### src/rtl/ivt_pkg.sv
// Shared definitions for the interval timer channel.
// Assumes a 32-bit register port and an 8-bit control byte.
package ivt_pkg;

    localparam int unsigned WORD_W = 32;
    localparam int unsigned IDX_W  = 3;

    // Word index decode of the register port; software depends on these values.
    typedef enum logic [IDX_W-1:0] {
        IDX_LOAD   = 3'd0,
        IDX_VALUE  = 3'd1,
        IDX_CTRL   = 3'd2,
        IDX_ICLR   = 3'd3,
        IDX_RAW    = 3'd4,
        IDX_MASKED = 3'd5,
        IDX_BGLOAD = 3'd6,
        IDX_NONE   = 3'd7
    } reg_idx_e;

    // Control byte, most significant field first.
    typedef struct packed {
        logic       run;       // bit 7
        logic       periodic;  // bit 6
        logic       irq_en;    // bit 5
        logic       spare;     // bit 4
        logic [1:0] psc;       // bits 3:2
        logic       wide;      // bit 1
        logic       single;    // bit 0
    } ctrl_t;

    localparam logic [7:0] CTRL_RESET = 8'h20;

endpackage

### src/rtl/ivt_prescaler.sv
// Prescaler: thins the tick input to one step per 1, 16 or 256 pulses.
// Assumes PSC_W >= MID_W and that a control write restarts the phase.
module ivt_prescaler #(
    parameter int unsigned PSC_W = 8,
    parameter int unsigned MID_W = 4
) (
    input  logic       clk,
    input  logic       rst_n,
    input  logic       restart_i,
    input  logic       run_i,
    input  logic       tick_i,
    input  logic [1:0] psc_i,
    output logic       pulse_o
);

    localparam logic [PSC_W-1:0] FULL_PHASE = '1;
    localparam logic [MID_W-1:0] MID_PHASE  = '1;

    logic [PSC_W-1:0] phase_q;
    logic             wrap;

    // Phase counter: advances on each accepted tick, cleared on restart.
    always_ff @(posedge clk) begin
        if (!rst_n) begin
            phase_q <= '0;
        end else if (restart_i) begin
            phase_q <= '0;
        end else if (run_i && tick_i) begin
            phase_q <= phase_q + 1'b1;
        end
    end

    // Wrap detect for the selected ratio; ratio code 3 behaves as 0.
    always_comb begin
        case (psc_i)
            2'd1:    wrap = (phase_q[MID_W-1:0] == MID_PHASE);
            2'd2:    wrap = (phase_q == FULL_PHASE);
            default: wrap = 1'b1;
        endcase
        pulse_o = run_i && tick_i && wrap;
    end

    AST_DIV256_GAP: assert property (@(posedge clk) disable iff (!rst_n)
        (pulse_o && psc_i == 2'd2 && !restart_i) |=> !pulse_o);

endmodule

### src/rtl/ivt_counter.sv
// Down-counter with free, periodic and one-shot behaviour at two widths.
// Assumes CNT_W > NARROW_W. Bus loads take priority over a step in the same cycle.
module ivt_counter
    import ivt_pkg::*;
#(
    parameter int unsigned CNT_W    = 32,
    parameter int unsigned NARROW_W = 16
) (
    input  logic             clk,
    input  logic             rst_n,
    input  ctrl_t            ctrl_i,
    input  logic [CNT_W-1:0] limit_i,
    input  logic             load_wr_i,
    input  logic [CNT_W-1:0] load_val_i,
    input  logic             ctrl_wr_i,
    input  ctrl_t            ctrl_new_i,
    input  logic             step_i,
    output logic [CNT_W-1:0] count_o,
    output logic             expiry_o
);

    localparam logic [CNT_W-1:0] NARROW_MASK =
        {{(CNT_W-NARROW_W){1'b0}}, {NARROW_W{1'b1}}};
    localparam logic [CNT_W-1:0] ONE = {{(CNT_W-1){1'b0}}, 1'b1};

    logic [CNT_W-1:0] count_q;
    logic [CNT_W-1:0] mask;
    logic [CNT_W-1:0] cur;
    logic [CNT_W-1:0] step_val;
    logic [CNT_W-1:0] count_d;
    logic             free_mode;

    // Reload target: full range when free running, else the masked limit.
    function automatic logic [CNT_W-1:0] reload_of(input ctrl_t c, input logic [CNT_W-1:0] lim);
        logic [CNT_W-1:0] m;
        m = c.wide ? '1 : NARROW_MASK;
        if (!c.single && !c.periodic) begin
            return m;
        end
        return lim & m;
    endfunction

    // Width mask, masked count and the value after one step.
    always_comb begin
        mask      = ctrl_i.wide ? '1 : NARROW_MASK;
        free_mode = !ctrl_i.single && !ctrl_i.periodic;
        cur       = count_q & mask;
        expiry_o  = step_i && (cur == ONE);
        if (cur == '0) begin
            step_val = ctrl_i.single ? count_q : reload_of(ctrl_i, limit_i);
        end else begin
            step_val = cur - ONE;
        end
    end

    // Next-count select: immediate load, enabling control write, step, hold.
    always_comb begin
        if (load_wr_i) begin
            count_d = reload_of(ctrl_i, load_val_i);
        end else if (ctrl_wr_i && ctrl_new_i.run) begin
            count_d = reload_of(ctrl_new_i, limit_i);
        end else if (step_i) begin
            count_d = step_val;
        end else begin
            count_d = count_q;
        end
    end

    // Count register.
    always_ff @(posedge clk) begin
        if (!rst_n) begin
            count_q <= NARROW_MASK;
        end else begin
            count_q <= count_d;
        end
    end

    assign count_o = count_q;

    AST_ONESHOT_HOLD: assert property (@(posedge clk) disable iff (!rst_n)
        (step_i && ctrl_i.single && cur == '0 && !load_wr_i && !ctrl_wr_i)
        |=> $stable(count_q));

    AST_FREE_WRAP: assert property (@(posedge clk) disable iff (!rst_n)
        (step_i && free_mode && cur == '0 && !load_wr_i && !ctrl_wr_i)
        |=> (count_q == $past(mask)));

endmodule

### src/rtl/ivt_regs.sv
// Register file: decodes the register port and holds control, limit and the
// raw flag, with the read mux. Assumes a single-cycle write strobe and that
// reads are combinational on the index.
module ivt_regs
    import ivt_pkg::*;
#(
    parameter int unsigned CNT_W = 32
) (
    input  logic              clk,
    input  logic              rst_n,
    input  logic              sel_i,
    input  logic              we_i,
    input  logic [IDX_W-1:0]  idx_i,
    input  logic [WORD_W-1:0] wdata_i,
    input  logic [CNT_W-1:0]  count_i,
    input  logic              expiry_i,
    output ctrl_t             ctrl_o,
    output logic [CNT_W-1:0]  limit_o,
    output logic              load_wr_o,
    output logic              ctrl_wr_o,
    output logic [WORD_W-1:0] rdata_o,
    output logic              irq_o
);

    ctrl_t            ctrl_q;
    logic [CNT_W-1:0] limit_q;
    logic             raw_q;
    logic             wr;
    logic             bg_wr;
    logic             clr_wr;

    // Write strobe decode per index.
    always_comb begin
        wr        = sel_i && we_i;
        load_wr_o = wr && (idx_i == IDX_LOAD);
        bg_wr     = wr && (idx_i == IDX_BGLOAD);
        ctrl_wr_o = wr && (idx_i == IDX_CTRL);
        clr_wr    = wr && (idx_i == IDX_ICLR);
    end

    // Control byte register.
    always_ff @(posedge clk) begin
        if (!rst_n) begin
            ctrl_q <= ctrl_t'(CTRL_RESET);
        end else if (ctrl_wr_o) begin
            ctrl_q <= ctrl_t'(wdata_i[7:0]);
        end
    end

    // Limit register, shared by immediate and deferred loads.
    always_ff @(posedge clk) begin
        if (!rst_n) begin
            limit_q <= '0;
        end else if (load_wr_o || bg_wr) begin
            limit_q <= wdata_i[CNT_W-1:0];
        end
    end

    // Raw flag: set on expiry, which wins over a clear in the same cycle.
    always_ff @(posedge clk) begin
        if (!rst_n) begin
            raw_q <= 1'b0;
        end else if (expiry_i) begin
            raw_q <= 1'b1;
        end else if (clr_wr) begin
            raw_q <= 1'b0;
        end
    end

    // Read mux; unmapped and write-only indices return zero.
    always_comb begin
        rdata_o = '0;
        case (reg_idx_e'(idx_i))
            IDX_LOAD, IDX_BGLOAD: rdata_o[CNT_W-1:0] = limit_q;
            IDX_VALUE:            rdata_o[CNT_W-1:0] = count_i;
            IDX_CTRL:             rdata_o[7:0]       = ctrl_q;
            IDX_RAW:              rdata_o[0]         = raw_q;
            IDX_MASKED:           rdata_o[0]         = raw_q && ctrl_q.irq_en;
            default:              rdata_o            = '0;
        endcase
    end

    assign ctrl_o  = ctrl_q;
    assign limit_o = limit_q;
    assign irq_o   = raw_q && ctrl_q.irq_en;

    AST_EXPIRY_FLAG: assert property (@(posedge clk) disable iff (!rst_n)
        expiry_i |=> raw_q);

    AST_CLEAR_FLAG: assert property (@(posedge clk) disable iff (!rst_n)
        (clr_wr && !expiry_i) |=> !raw_q);

endmodule

### src/rtl/ivt_channel.sv
// Interval timer channel top: connects the register file, prescaler and
// counter. Assumes tick_en is synchronous to clk.
module ivt_channel
    import ivt_pkg::*;
#(
    parameter int unsigned CNT_W    = 32,
    parameter int unsigned NARROW_W = 16,
    parameter int unsigned PSC_W    = 8,
    parameter int unsigned MID_W    = 4
) (
    input  logic              clk,
    input  logic              rst_n,
    input  logic              tick_en,
    input  logic              bus_sel,
    input  logic              bus_we,
    input  logic [IDX_W-1:0]  bus_idx,
    input  logic [WORD_W-1:0] bus_wdata,
    output logic [WORD_W-1:0] bus_rdata,
    output logic              irq
);

    ctrl_t            ctrl;
    logic [CNT_W-1:0] limit;
    logic [CNT_W-1:0] count;
    logic             load_wr;
    logic             ctrl_wr;
    logic             step;
    logic             expiry;

    ivt_regs #(.CNT_W(CNT_W)) u_regs (
        .clk       (clk),
        .rst_n     (rst_n),
        .sel_i     (bus_sel),
        .we_i      (bus_we),
        .idx_i     (bus_idx),
        .wdata_i   (bus_wdata),
        .count_i   (count),
        .expiry_i  (expiry),
        .ctrl_o    (ctrl),
        .limit_o   (limit),
        .load_wr_o (load_wr),
        .ctrl_wr_o (ctrl_wr),
        .rdata_o   (bus_rdata),
        .irq_o     (irq)
    );

    ivt_prescaler #(.PSC_W(PSC_W), .MID_W(MID_W)) u_psc (
        .clk       (clk),
        .rst_n     (rst_n),
        .restart_i (ctrl_wr),
        .run_i     (ctrl.run),
        .tick_i    (tick_en),
        .psc_i     (ctrl.psc),
        .pulse_o   (step)
    );

    ivt_counter #(.CNT_W(CNT_W), .NARROW_W(NARROW_W)) u_cnt (
        .clk        (clk),
        .rst_n      (rst_n),
        .ctrl_i     (ctrl),
        .limit_i    (limit),
        .load_wr_i  (load_wr),
        .load_val_i (bus_wdata[CNT_W-1:0]),
        .ctrl_wr_i  (ctrl_wr),
        .ctrl_new_i (ctrl_t'(bus_wdata[7:0])),
        .step_i     (step),
        .count_o    (count),
        .expiry_o   (expiry)
    );

    AST_VALUE_RO: assert property (@(posedge clk) disable iff (!rst_n)
        (bus_sel && bus_we && bus_idx == IDX_VALUE && !step) |=> $stable(count));

endmodule

### config.mk
export PLATFORM = sky130hd
export DESIGN_NAME = ivt_channel
export DESIGN_NICKNAME = d
export VERILOG_FILES = /design/src/rtl/ivt_pkg.sv /design/src/rtl/ivt_prescaler.sv /design/src/rtl/ivt_counter.sv /design/src/rtl/ivt_regs.sv /design/src/rtl/ivt_channel.sv
export SDC_FILE = /design/constraint.sdc
export NUM_CORES = 1
export LEC_CHECK = 0
export BUFFER_PORTS_ARGS = -buffer_cell sky130_fd_sc_hd__buf_4
export CORE_MARGIN = 2
export CORE_UTILIZATION = 52
export CTS_BUF_LIST = sky130_fd_sc_hd__clkbuf_16
export DETAILED_ROUTE_END_ITERATION = 10
export GPL_TIMING_DRIVEN = 0
export PLACE_DENSITY = 0.76
export RECOVER_POWER = 100
export SYNTH_ARGS = -nofsm -noshare
export SYNTH_HDL_FRONTEND = slang
export SYNTH_SLANG_ARGS = --single-unit
### constraint.sdc
create_clock -name clk -period 2.6 [get_ports clk]
set_input_delay 0.26 -clock clk [delete_from_list [all_inputs] [get_ports clk]]
set_output_delay 0.26 -clock clk [all_outputs]
set_load 0.05 [all_outputs]
After elaboration in Yosys (flattened, before gate mapping):

Cells that the tools add are included.
Widths: inputs -> output; s select.

* memory bits (writable): 0
* bits in read-only memories: 0
* latch bits: 0
* memories kept: 0
* input bits: 40
* word-level logic and storage cells: 78
* output and inout bits: 33
* flip-flop bits (word level): 81

* multiplexer cells: 24
* shift operators: 0
* eq/ne operators: 12
* $mul: 0
* $lt $le $gt $ge: 0
* add/sub/neg operators: 2
* div/mod/pow operators: 0
* reduce and logical (&&, ||, !) cells: 24
* bitwise operators: 5

Operators by type and width (count)
* $mux 32: 12
* $and 32x32->32: 4
* $pmux 24 s2: 1
* $eq 32x1->1 const B: 1
* $logic_not 32->1: 1
* $sub 32x1->32 const B: 1
* $pmux 7 s3: 1
* $logic_and 1x1->1: 12
* $eq 3x3->1 const B: 3
* $add 8x1->8 const B: 1
* $eq 8x8->1 const B: 1
* $mux 1: 8
* $eq 3x2->1 const B: 2
* $pmux 1 s5: 1
* $eq 4x4->1 const B: 1
* $logic_not 1->1: 4
* $ne 4x4->1 const B: 1
* $reduce_or 2->1: 2
* $eq 3x1->1 const B: 1
* $logic_not 3->1: 1
* $reduce_bool 3->1: 1
* $eq 2x1->1 const B: 1
* $eq 2x2->1 const B: 1
* $pmux 1 s2: 1
* other kinds (4): 4

Logic depth before layout (Yosys ltp):

* word-level depth: 10
* mapped depth: 11

Hierarchy:

A second synthesis with hierarchy kept.

* cell total of the unflattened synthesis: 708
* area, all modules: 5368.9 um^2

By module, submodules not included
* ivt_counter: area each 2841.5 um^2, cells each 417, sequential area each 640.6 um^2, instances 1
* ivt_regs: area each 2109.5 um^2, cells each 240, sequential area each 820.8 um^2, instances 1
* ivt_prescaler: area each 417.9 um^2, cells each 51, sequential area each 160.2 um^2, instances 1

Worst setup path before layout:

OpenSTA, ideal clock, no wires.

* kind: register to register
* from: register u_cnt.count_q[0], in the netlist u_cnt.count_o[0]
* to: register u_cnt.count_q[21], in the netlist u_cnt.count_o[21]
* clock period less this slack: 2.584 ns
* setup time: 0.123 ns
* stages on the path, launching flop included: 12
* path slack: 0.016 ns
* data arrival time: 2.462 ns
* required time: 2.477 ns
* path through: dfxtp_1 > inv_1 > ha_1 > or3b_2 > buf_2 > or4_1 > buf_2 > o21ai_2 > buf_6 > a211oi_2 > a211oi_2 > o22ai_1

* word-level cells in the longest chain between the ends: 6
* elaborated cells between the ends (all ways): 9
* classes of those cells: 1 x add/sub; 1 x eq/ne; 4 x mux; 1 x bitwise; 2 x reduce/logical

Ends and longest elaborated chain
* from (decl): line ivt_counter.sv:26 `logic [CNT_W-1:0] count_q;`
* from (signal assigned): line ivt_counter.sv:74 `count_q <= count_d;`
* $and 32x32->32 *: line ivt_counter.sv:47 `cur = count_q & mask;`
* $sub 32x1->32 / $logic_not 32->1 (equally long branches): line ivt_counter.sv:52, ivt_counter.sv:49
* $mux 32: line ivt_counter.sv:49 `if (cur == '0) begin`
* $mux 32: line ivt_counter.sv:62 `end else if (step_i) begin`
* $mux 32: line ivt_counter.sv:60 `end else if (ctrl_wr_i && ctrl_new_i.run) begin`
* $mux 32: line ivt_counter.sv:58 `if (load_wr_i) begin`

Every way passes the cells marked *; elsewhere a longest branch is shown, timed or not. The select of a mux whose other input is x is not followed.
A chain may end at the register's enable or synchronous reset.

Final worst setup path:

* from: register u_cnt.count_q[0], in the netlist u_cnt.count_o[0]
* to: register u_cnt.count_q[9], in the netlist u_cnt.count_o[9]

The elaborated chain is that of the path after synthesis.

==> flow_metrics.env <==
export IMPL_grtUsageMet2_pct=59.49
export IMPL_rows=36
export IMPL_whs_path_depth=3
export IMPL_async_flop_share_pct=0
export IMPL_hold_violations=0
export IMPL_ys_warn_count=0
export IMPL_detail_route_wirelength_mm=20.35
export IMPL_synth_edf_count=0
export IMPL_synthFlopType="dfxtp_1"
export IMPL_cp_required_ps=2790
export IMPL_syn_avg_cell_area_um2=7.563
export IMPL_fill_cells=900
export IMPL_setup_ws_ps=-1.986
export IMPL_ys_seq_area_share_pct=31.81
export IMPL_slew_viol_final=0
export IMPL_dr_pass1_iters=5
export IMPL_final_util_pct=65.69
export IMPL_grt_pass1_wl_mm=30.74
export IMPL_reg2reg_slack_ps=-2
export IMPL_dr_first_iter_drc_count=670
export IMPL_p_leak_nw=2.395
export IMPL_drtAntennaViolNets=0
export IMPL_die_w_um=103.0
export IMPL_cpMostUsedCell="buf_4"
export IMPL_dpl_hpwl_mm=14.15
export IMPL_slew_limit_headroom_pct=3.752
export IMPL_fin_crit_ps=2602
export IMPL_stdcell_count=902
export IMPL_crit_path_max_fanout=10
export IMPL_design_area_um2=6332
export IMPL_grt_pass1_vias=5525
export IMPL_r2r_cells=10
export IMPL_grt_overflow_total=0
export IMPL_synth_nets=719
export IMPL_clock_path_buffers=2
export IMPL_grt_usage_pct=39.21
export IMPL_num_vias=6013
export IMPL_post_route_period_util_pct=100.1
export IMPL_violations="negative setup slack"
export IMPL_place_gp_congestion=0.9977
export IMPL_cp_arrival_ps=2800
export IMPL_nets=809
export IMPL_routedWlPerCell_um=22.56
export IMPL_finalSetupViolCount=1
export IMPL_ys_types=69
export IMPL_die_area_um2=10610
export IMPL_diodes=0
export IMPL_drive_gt1_share_pct=21.33
export IMPL_synth_seq_cells=81
export IMPL_syn_inst=674
export IMPL_cp_slowest_cell="or3b_4"
export IMPL_io_buffers=70
export IMPL_tightest_slew_ps=1433
export IMPL_synth_top_area_cell="dfxtp_1"
export IMPL_power_per_cell_area_nw_per_um2=478.1
export IMPL_die_h_um=103.0
export IMPL_fp_coreArea_um2=9639
export IMPL_status="finished with violations"
export IMPL_synth_top_cell_area_share_pct=31.81
export IMPL_fin_skew_ps=10.21
export IMPL_area_growth_syn_to_layout_pct=24.23
export IMPL_synth_area_top_cells="dfxtp_1 (32%), nand2_1 (9.9%), a21boi_0 (5.9%), o21ai_0 (4.4%), a22o_1 (4.1%)"
export IMPL_numCtsBuffers=9
export IMPL_grt_max_degree=15
export IMPL_maxCapViolCount=0
export IMPL_clk_latency_ps=360
export IMPL_max_freq_ghz=0.3843
export IMPL_cts_clk_slew_worst_paths_ps=70
export IMPL_hold_buffers=0
export IMPL_htreeDepth=3
export IMPL_placed_cell_area_um2=5789
export IMPL_syn_cell_area_um2=5097
export IMPL_hold_class="input port to flop"
export IMPL_vdd_drop_max_mv=0.7817
export IMPL_antenna_found_initial=1
export IMPL_cp_start_kind="flop"
export IMPL_via_per_inst=6.666
export IMPL_route_detailed_drc=0
export IMPL_cts_root_buf="clkbuf_16"
export IMPL_path_cells="inv_2 -> ha_4 -> or3b_4 -> nor4_4 -> buf_4 -> nand2_2 -> o31a_1 -> buf_4 -> o221ai_1 -> a32oi_1"
export IMPL_dp_cells=877
export IMPL_start_util_pct=52.88
export IMPL_grt_util_met1_pct=51.00
export IMPL_tritoncts="done"
export IMPL_slowest_delay_ps=420
export IMPL_gr_usage_met3_pct=10.10
export IMPL_grt_busiest_layer="met2"
export IMPL_cts_sinks=81
export IMPL_pin_count=73
export IMPL_criticalPathCategory="flop to flop"
export IMPL_endpoint_kind="flop"
## final timing paths
path                      end             start
max          u_cnt.count_o[9]  u_cnt.count_o[0]
min          u_regs.ctrl_o[5]      bus_wdata[5]
max reg2reg  u_cnt.count_o[9]  u_cnt.count_o[0]
min reg2reg  u_regs.ctrl_o[4]  u_regs.ctrl_o[4]
## power breakdown
| part | switching (mW) | leakage [nW] | total [mW] | internal (mW) |
|---|---|---|---|---|
| clock network | 0.567 | 0.137 | 1.31 | 0.742 |
| registers | 0.0378 | 0.654 | 1.30 | 1.27 |
| logic | 0.272 | 1.60 | 0.414 | 0.142 |
## worst max-delay path: cells and delay by family, from the launching register on
family                     cells  cell delay [ps]
DFF                            1              360
adders and majority gates      1              150
AOI/OAI and AO/OA              3              620
and+or+nand+nor                3              860
buffers and inverters          3              450
## per-stage QoR
stage	power (mW)	setup TNS (ps)	setup slack, ps	hold slack [ps]
final	3.028	-1.986	-1.986	148.7
after global routing	3.110	-73.88	-30.63	162.8
after CTS	3.019	-27.81	-27.81	144.1
after detailed placement	1.718	-34080	-620.7	459.3
after global placement	1.713	-31750	-575.1	456.6
after floorplan	1.548	0	15.56	384.2
## area by class of cell
type,count,area (um^2),share of cell area (%)
clock buffer,9,225.2,3.557
buffer,47,224.0,3.537
timing repair buffer,86,611.8,9.662
clock inverter,7,71.32,1.126
multi-input combinational,532,3373,53.27
sequential,81,1634,25.81
inverter,7,26.28,0.4149
tap,133,166.4,2.628
## cells in the final DEF, fill, tap and decap left out, drive strengths merged, types with 8 or more instances in the layout
cell,Yosys,layout
a21boi,40,40
a21oi,25,25
a22o,24,24
a22oi,8,8
a31oi,8,8
and3,9,9
buf,11,65
clkbuf,43,77
dfxtp,81,81
nand2,135,135
nand3,22,22
nor2,37,37
nor3,12,12
nor4,12,12
o21ai,49,49
o22ai,12,12
or4,9,9
xnor2,10,10
xor2,8,8
## registers in the layout, indices dropped and copies added, names as in the netlist
| register | count |
|---|---|
| u_psc.phase_q | 8 |
| u_cnt.count_o | 32 |
| u_regs.limit_o | 32 |
| u_regs.raw_q | 1 |
| u_regs.ctrl_o | 8 |
## Yosys cell counts, types with 6 or more instances
cell      number
o211ai_1       6
nand2b_1       7
inv_1          7
nor2_1        36
buf_2          9
nand2_1      135
clkbuf_1      43
o22ai_1       12
nor4_1        10
o221ai_1       7
xor2_1         8
and3_1         9
a22oi_1        8
or4_1          8
nand3_1       22
o21ai_0       45
a21oi_1       25
a31oi_1        8
nor3_1        11
nor2b_1        7
xnor2_1       10
a21boi_0      40
a22o_1        24
dfxtp_1       81
## cell families (layout without fill, tap and decap cells)
group,after synthesis,after routing,share of synthesized area (%)
XOR/XNOR,18,18,3.093
buffers and inverters,61,156,4.860
multiplexers,2,2,0.4418
AO/OA/AOI/OAI,237,237,33.51
flip-flops,81,81,31.81
adder cells (fa/ha/maj),5,5,1.227
AND/OR/NAND/NOR,270,270,25.06
## what timing repair did
item,in CTS,in global routing
cloned,1,0
resized for setup,39,25
setup buffers,11,4
pin swaps,7,10
setup endpoints to repair,82,40
## per-layer routing
metal	part of all wire (%)	vias to the layer above
li1	-	2683
met1	39	2810
met2	44	434
met3	12	86
met4	5.2	0
met5	0	-
(Power assumes the default switching activity.)
